===== config.mk =====
export PLATFORM = sky130hd
export DESIGN_NAME = pipe_burst_sram
export DESIGN_NICKNAME = d
export VERILOG_FILES = /design/src/rtl/pbs_pkg.sv /design/src/rtl/pbs_burst_seq.sv /design/src/rtl/pbs_ctrl.sv /design/src/rtl/pbs_array.sv /design/src/rtl/pipe_burst_sram.sv
export SDC_FILE = /design/constraint.sdc
export NUM_CORES = 2
export LEC_CHECK = 0
export ABC_CLOCK_PERIOD_IN_PS = 7000
export BUFFER_PORTS_ARGS = -buffer_cell sky130_fd_sc_hd__buf_2
export CAP_MARGIN = 20
export CORE_ASPECT_RATIO = 1.75
export CORE_MARGIN = 1
export CORE_UTILIZATION = 50
export CTS_BUF_LIST = sky130_fd_sc_hd__clkbuf_4 sky130_fd_sc_hd__clkbuf_8 sky130_fd_sc_hd__clkbuf_16
export DETAILED_ROUTE_END_ITERATION = 12
export PLACE_DENSITY = 0.65
export SETUP_SLACK_MARGIN = 0.02
export SYNTH_ARGS = -nofsm -noshare
export SYNTH_HDL_FRONTEND = slang
export SYNTH_SLANG_ARGS = --single-unit

===== constraint.sdc =====
create_clock -name clk -period 7 [get_ports clk]
set_input_delay 1.4 -clock clk [delete_from_list [all_inputs] [get_ports clk]]
set_output_delay 1.4 -clock clk [all_outputs]
set_load 0.03 [all_outputs]

===== src/rtl/pbs_pkg.sv =====
package pbs_pkg;

    localparam int LANES   = 4;
    localparam int LANE_W  = 9;
    localparam int WORD_W  = LANES * LANE_W;
    localparam int BURST_W = 2;

    typedef enum logic {
        OP_WRITE = 1'b0,
        OP_READ  = 1'b1
    } op_e;

    // State of the data phase that follows a command edge
    typedef struct packed {
        logic valid;
        op_e  op;
    } phase_t;

    typedef logic [BURST_W-1:0] boff_t;

    // Low address bits for a given beat of a burst
    function automatic boff_t burst_offset(boff_t start, boff_t beat, logic interleave);
        if (interleave)
            return start ^ beat;
        return boff_t'(start + beat);
    endfunction

endpackage


===== src/rtl/pbs_burst_seq.sv =====
module pbs_burst_seq
    import pbs_pkg::*;
(
    input  logic  clk,
    input  logic  rst,
    input  logic  load,
    input  logic  step,
    input  boff_t start,
    input  logic  interleave,
    output boff_t offset
);

    boff_t start_q;
    boff_t beat_q;

    always_ff @(posedge clk) begin
        if (rst) begin
            start_q <= '0;
            beat_q  <= '0;
        end else if (load) begin
            start_q <= start;
            beat_q  <= '0;
        end else if (step) begin
            beat_q  <= boff_t'(beat_q + 1'b1);
        end
    end

    assign offset = burst_offset(start_q, beat_q, interleave);


    linear_step_chk: assert property (@(posedge clk) disable iff (rst)
        (step && !load && !interleave) |=> offset == boff_t'($past(offset) + 1'b1));


    xor_step_chk: assert property (@(posedge clk) disable iff (rst)
        (step && !load && interleave) |=>
            (offset ^ start_q) == boff_t'(($past(offset) ^ $past(start_q)) + 1'b1));

endmodule


===== src/rtl/pbs_ctrl.sv =====
module pbs_ctrl
    import pbs_pkg::*;
#(
    parameter int UPPER_W = 4
) (
    input  logic               clk,
    input  logic               rst,
    input  logic               hold,
    input  logic               load_n,
    input  logic               is_read,
    input  logic               sel_a_n,
    input  logic               sel_b,
    input  logic               sel_c_n,
    input  logic [UPPER_W-1:0] upper_in,
    output logic               burst_load,
    output logic               burst_step,
    output logic [UPPER_W-1:0] upper_q,
    output logic               ph_valid,
    output logic               ph_read
);

    logic   selected;
    logic   active_q;
    phase_t ph_q;

    assign selected   = !sel_a_n && sel_b && !sel_c_n;
    assign burst_load = !hold && !load_n && selected;
    assign burst_step = !hold && load_n && active_q;

    always_ff @(posedge clk) begin
        if (rst) begin
            active_q <= 1'b0;
            upper_q  <= '0;
            ph_q     <= '{valid: 1'b0, op: OP_READ};
        end else if (!hold) begin
            if (!load_n) begin
                if (selected) begin
                    active_q   <= 1'b1;
                    upper_q    <= upper_in;
                    ph_q.valid <= 1'b1;
                    ph_q.op    <= is_read ? OP_READ : OP_WRITE;
                end else begin
                    active_q   <= 1'b0;
                    ph_q.valid <= 1'b0;
                end
            end else begin
                ph_q.valid <= active_q;
            end
        end
    end

    assign ph_valid = ph_q.valid;
    assign ph_read  = (ph_q.op == OP_READ);


    load_capture_chk: assert property (@(posedge clk) disable iff (rst)
        (!hold && !load_n && selected) |=>
            ph_valid && upper_q == $past(upper_in) && ph_read == $past(is_read));


    deselect_chk: assert property (@(posedge clk) disable iff (rst)
        (!hold && !load_n && !selected) |=> !ph_valid && !active_q);


    idle_advance_chk: assert property (@(posedge clk) disable iff (rst)
        (!hold && load_n && !active_q) |=> !ph_valid);


    upper_fixed_chk: assert property (@(posedge clk) disable iff (rst)
        (!hold && load_n) |=> $stable(upper_q) && $stable(ph_read));


    freeze_chk: assert property (@(posedge clk) disable iff (rst)
        hold |=> $stable(ph_valid) && $stable(active_q) && $stable(upper_q) && $stable(ph_read));

endmodule


===== src/rtl/pbs_array.sv =====
module pbs_array
    import pbs_pkg::*;
#(
    parameter int ADDR_W = 6
) (
    input  logic              clk,
    input  logic              we,
    input  logic [ADDR_W-1:0] addr,
    input  logic [WORD_W-1:0] wdata,
    input  logic [LANES-1:0]  lane_we_n,
    output logic [WORD_W-1:0] rword
);

    localparam int DEPTH = 1 << ADDR_W;

    for (genvar g = 0; g < LANES; g++) begin : g_lane
        logic [LANE_W-1:0] store [DEPTH];

        always_ff @(posedge clk) begin
            if (we && !lane_we_n[g])
                store[addr] <= wdata[g*LANE_W +: LANE_W];
        end

        assign rword[g*LANE_W +: LANE_W] = store[addr];
    end

endmodule


===== src/rtl/pipe_burst_sram.sv =====
module pipe_burst_sram
    import pbs_pkg::*;
#(
    parameter int ADDR_W = 6
) (
    input  logic              clk,
    input  logic              rst,
    input  logic              cke_n,
    input  logic              load_n,
    input  logic              is_read,
    input  logic              sel_a_n,
    input  logic              sel_b,
    input  logic              sel_c_n,
    input  logic [ADDR_W-1:0] addr,
    input  logic              burst_xor,
    input  logic [35:0]       wdata,
    input  logic [3:0]        lane_we_n,
    input  logic              out_en_n,
    output logic [35:0]       rdata,
    output logic              rd_drive
);

    localparam int UPPER_W = ADDR_W - BURST_W;

    logic               hold;
    logic               burst_load;
    logic               burst_step;
    logic [UPPER_W-1:0] upper_q;
    logic               ph_valid;
    logic               ph_read;
    boff_t              offset;
    logic [ADDR_W-1:0]  ph_addr;
    logic               wr_fire;
    logic [WORD_W-1:0]  rword;

    assign hold = cke_n;

    pbs_ctrl #(.UPPER_W(UPPER_W)) u_ctrl (
        .clk        (clk),
        .rst        (rst),
        .hold       (hold),
        .load_n     (load_n),
        .is_read    (is_read),
        .sel_a_n    (sel_a_n),
        .sel_b      (sel_b),
        .sel_c_n    (sel_c_n),
        .upper_in   (addr[ADDR_W-1:BURST_W]),
        .burst_load (burst_load),
        .burst_step (burst_step),
        .upper_q    (upper_q),
        .ph_valid   (ph_valid),
        .ph_read    (ph_read)
    );

    pbs_burst_seq u_seq (
        .clk        (clk),
        .rst        (rst),
        .load       (burst_load),
        .step       (burst_step),
        .start      (addr[BURST_W-1:0]),
        .interleave (burst_xor),
        .offset     (offset)
    );

    assign ph_addr = {upper_q, offset};
    assign wr_fire = ph_valid && !ph_read && !hold;

    pbs_array #(.ADDR_W(ADDR_W)) u_array (
        .clk       (clk),
        .we        (wr_fire),
        .addr      (ph_addr),
        .wdata     (wdata),
        .lane_we_n (lane_we_n),
        .rword     (rword)
    );

    assign rd_drive = ph_valid && ph_read && !out_en_n;
    assign rdata    = rd_drive ? rword : '0;


    oe_gate_chk: assert property (@(posedge clk) disable iff (rst)
        out_en_n |-> (!rd_drive && rdata == '0));


    write_quiet_chk: assert property (@(posedge clk) disable iff (rst)
        (ph_valid && !ph_read) |-> !rd_drive);

endmodule


==> out/metrics.yaml <==
power_and_ir_drop:
  p_int_uw: 21200
  ir_drop_mv: 0.188
  power.leakage_uw: 0.0309
  p_sw_uw: 5360
  p_seq_share_pct: 57.4
  switching_share_pct: 20.2
  p_comb_share_pct: 2.2
  cellPowerDensity_nw_per_um2: 265
  power_frac_clock_pct: 40.4
synth:
  ys_async_sr_fraction_pct: 0
  synth_simple_gate_area_share_pct: 8.05
  synth-compound-area-share_pct: 4.37
  synth_seq_cells: 2314
  synth_top_family_by_area: "multiplexers"
  synth_edf_count: 2304
  ys_types: 65
  yosysWarnings: 0
  syn-instance-count: 5326
  synthAdderAreaFrac_pct: 0.0140
  yosys.area_share.xor_xnor_pct: 0.0489
  synth_ff_type: "edfxtp_1"
  syn-num-nets: 5383
  synth.cell_area_sq_um: 89600
  syn_area_per_cell_sq_um: 16.8
  seq_area_frac_synth_pct: 77.4
  synth.area.mux_share_pct: 8.31
sta:
  finalSetupTns_ps: 0
  layout_min_cycle_time_ps: 6800
  rsz0062_at_grt: "no"
  clock_skew_ps: 40.2
  whs_ps: 533
  slew_headroom_pct: 17.3
  timing.fmax_mhz: 147
  setup_viol_count_final: 0
  maxSlewViolCount: 0
  hold_violations: 0
  fin_crit_sh_pct: 97.1
  worstMarginPinSlew_ps: 1240
clock_tree:
  post_cts_buffers: 0
  cts_buffer_depth: 4
  path_clk_slew_ps: 70
  cts-resized-gates: 0
  cts_root_buf: "clkbuf_16"
  cts.sinks: 2314
  clk_latency_ps: 860
  cts_hold_buf: 0
  cts_max_level: 4
  cts_tree: "yes"
  numCtsBuffers: 197
die:
  initial_core_util_pct: 50.3
  core_area_sq_um: 178000
  die_area_sq_um: 181000
  io_pins: 93
  row_count: 205
  die_w_microns: 322
  die_height_microns: 562
global_route:
  grt_pass1_vias: 50800
  overflow: 0
  grt_pass1_wl_microns: 383000
  grt_use_total_pct: 30.4
  antenna_found_initial: 25
  grt_max_degree: 101
place:
  io_buffers: 92
  placed_area_sq_um: 93700
  gp_congestion: 0.920
  dp_hpwl_microns: 178000
worst_setup_path:
  worstPathCellList: "ha_4 -> buf_12 -> buf_4 -> nor2_1 -> buf_4 -> nand3_1 -> nand3_1 -> nor4_1 -> buf_4 -> buf_2"
  worstPathArrival_ps: 5400
  start_kind: "flop"
  worstSetupPathType: "flop to output pin"
  cpPeakStageDelay_ps: 750
  crit_slowest_cell: "ha_4"
  crit_fanout: 50
  endpoint_kind: "output pin"
  cp_common_cell: "buf_4"
  required_ps: 5600
drt:
  wl_per_cell_microns: 34.0
  remaining_drc_errors: 0
  via_per_inst: 6.43
  dr.pass1.iters: 6
  wirelength_microns: 275000
  drt_first_iter_violations: 7008
  ant_nets: 0
  vias: 52000
layout:
  post-route-util_pct: 56.2
  area_growth_pct: 11.7
  design_area_sq_um: 100000
  drive_above_1_share_pct: 17.1
  nets: 5592
min_path:
  hold_path.class: "flop to flop"
run:
  drv_cap: 0
outcome:
  status: "finished, final reports clean"
## stage by stage
step	total power, uW	std cells	setup WS [ps]
floorplan	15700	5326	1670
detailed placement	16100	7699	555
finish	26500	8079	203
global route	27000	8076	116
CTS	26500	8047	248
global placement	16100	7684	528
## logic make-up (layout without fill, tap and decap cells)
logic type,after synthesis,after routing
AO/OA/AOI/OAI,591,591
XOR/XNOR,5,5
adder cells (fa/ha/maj),1,1
buffers and inverters,329,687
flip-flops,2314,2314
multiplexers,414,414
other,0,15
AND/OR/NAND/NOR,1672,1672
## worst max-delay path: cells and delay by family, from the launching register on
kind	cells	cell delay [ps]
buf+inv	5	1670
simple gates	4	1460
fa+ha+maj	1	750
flops	1	560
## final cells by class
type	count	area, sq um
fill	13600	77900
timing repair buffer	335	2710
antenna	15	37.5
inverter	4	15.0
clock inverter	105	793
multi-input combinational	2683	18800
clock buffer	243	5330
tap	2380	2980
sequential	2314	69400
## cells in the mapped netlist (4+ instances only)
library cell     n  area share, %
a2111oi_0       20           0.20
and2_1           7          0.049
a311oi_1         7          0.068
mux4_2         263            6.6
xor2_1           4          0.039
o221ai_1        59           0.58
a21oi_1         90           0.50
buf_1           33           0.14
nor2_1         380            1.6
mux2_2          12           0.15
o2111ai_1        9          0.088
buf_2          122           0.68
a32oi_1         12           0.12
a221oi_1         6          0.059
a41o_1           6          0.067
nand2_1        763            3.2
o211ai_1        38           0.32
nand4_1         30           0.21
buf_4           43           0.36
nor3_1          43           0.24
or4_1           11          0.092
o22ai_1         96           0.67
dfxtp_1         10           0.22
a31oi_1         55           0.38
and3_1          33           0.23
buf_6            6          0.075
a22oi_1          6          0.050
edfxtp_1      2304             77
clkbuf_1       121           0.51
or3_1           15           0.10
mux2i_1        139            1.6
nand3_1        296            1.7
nor2b_1         40           0.28
o2111a_1         9           0.11
o21ai_0        124           0.69
nor4_1          40           0.28
a211oi_1        35           0.29
## sequential cells by signal, indices dropped and copies added (netlist names)
| signal | count |
|---|---|
| u_ctrl.upper_q | 4 |
| u_ctrl.ph_read | 1 |
| u_array.g_lane.store | 2304 |
| u_seq.start_q | 2 |
| u_ctrl.active_q | 1 |
| u_seq.beat_q | 2 |
## metal layers
layer | up-vias | wire [microns] | track usage, %
met5 | - | 163 | 0
met4 | 21 | 22700 | 21.4
met3 | 841 | 23400 | 5.00
met2 | 3126 | 137000 | 50.7
met1 | 26700 | 91500 | 35.8
li1 | 21300 | - | -
## final timing paths
path / depth (start not counted) / end / slack, ps / start
min reg2reg: 2 / u_ctrl.active_q / 530 / u_ctrl.active_q
max: 10 / rdata[7] / 200 / u_seq.beat_q[0]
min: 2 / u_ctrl.active_q / 530 / u_ctrl.active_q
max reg2reg: 7 / u_array.g_lane[0].store[32][4] / 1850 / u_seq.beat_q[0]
## power groups by stage
stage          Clock [uW]  Sequential [uW]  Combinational [uW]
6_report            10700            15200                 572
5_1_grt             11200            15200                 594
4_1_cts             10800            15200                 558
3_5_place_dp            0            15500                 558
3_3_place_gp            0            15500                 545
2_1_floorplan           0            15500                 181
## cell usage in the layout, fill, tap and decap left out, types with 38 or more instances in the layout
cell,instances
a21oi_1,90
a31oi_1,55
buf_2,92
buf_4,201
clkbuf_16,199
clkbuf_4,41
clkinv_1,38
clkinv_2,44
edfxtp_1,2304
mux2i_1,139
mux4_2,263
nand2_1,748
nand3_1,295
nor2_1,368
nor2b_1,38
nor3_1,40
o211ai_1,38
o21ai_0,124
o221ai_1,59
o22ai_1,96
No activity file was read; power rests on OpenSTA's default activity.
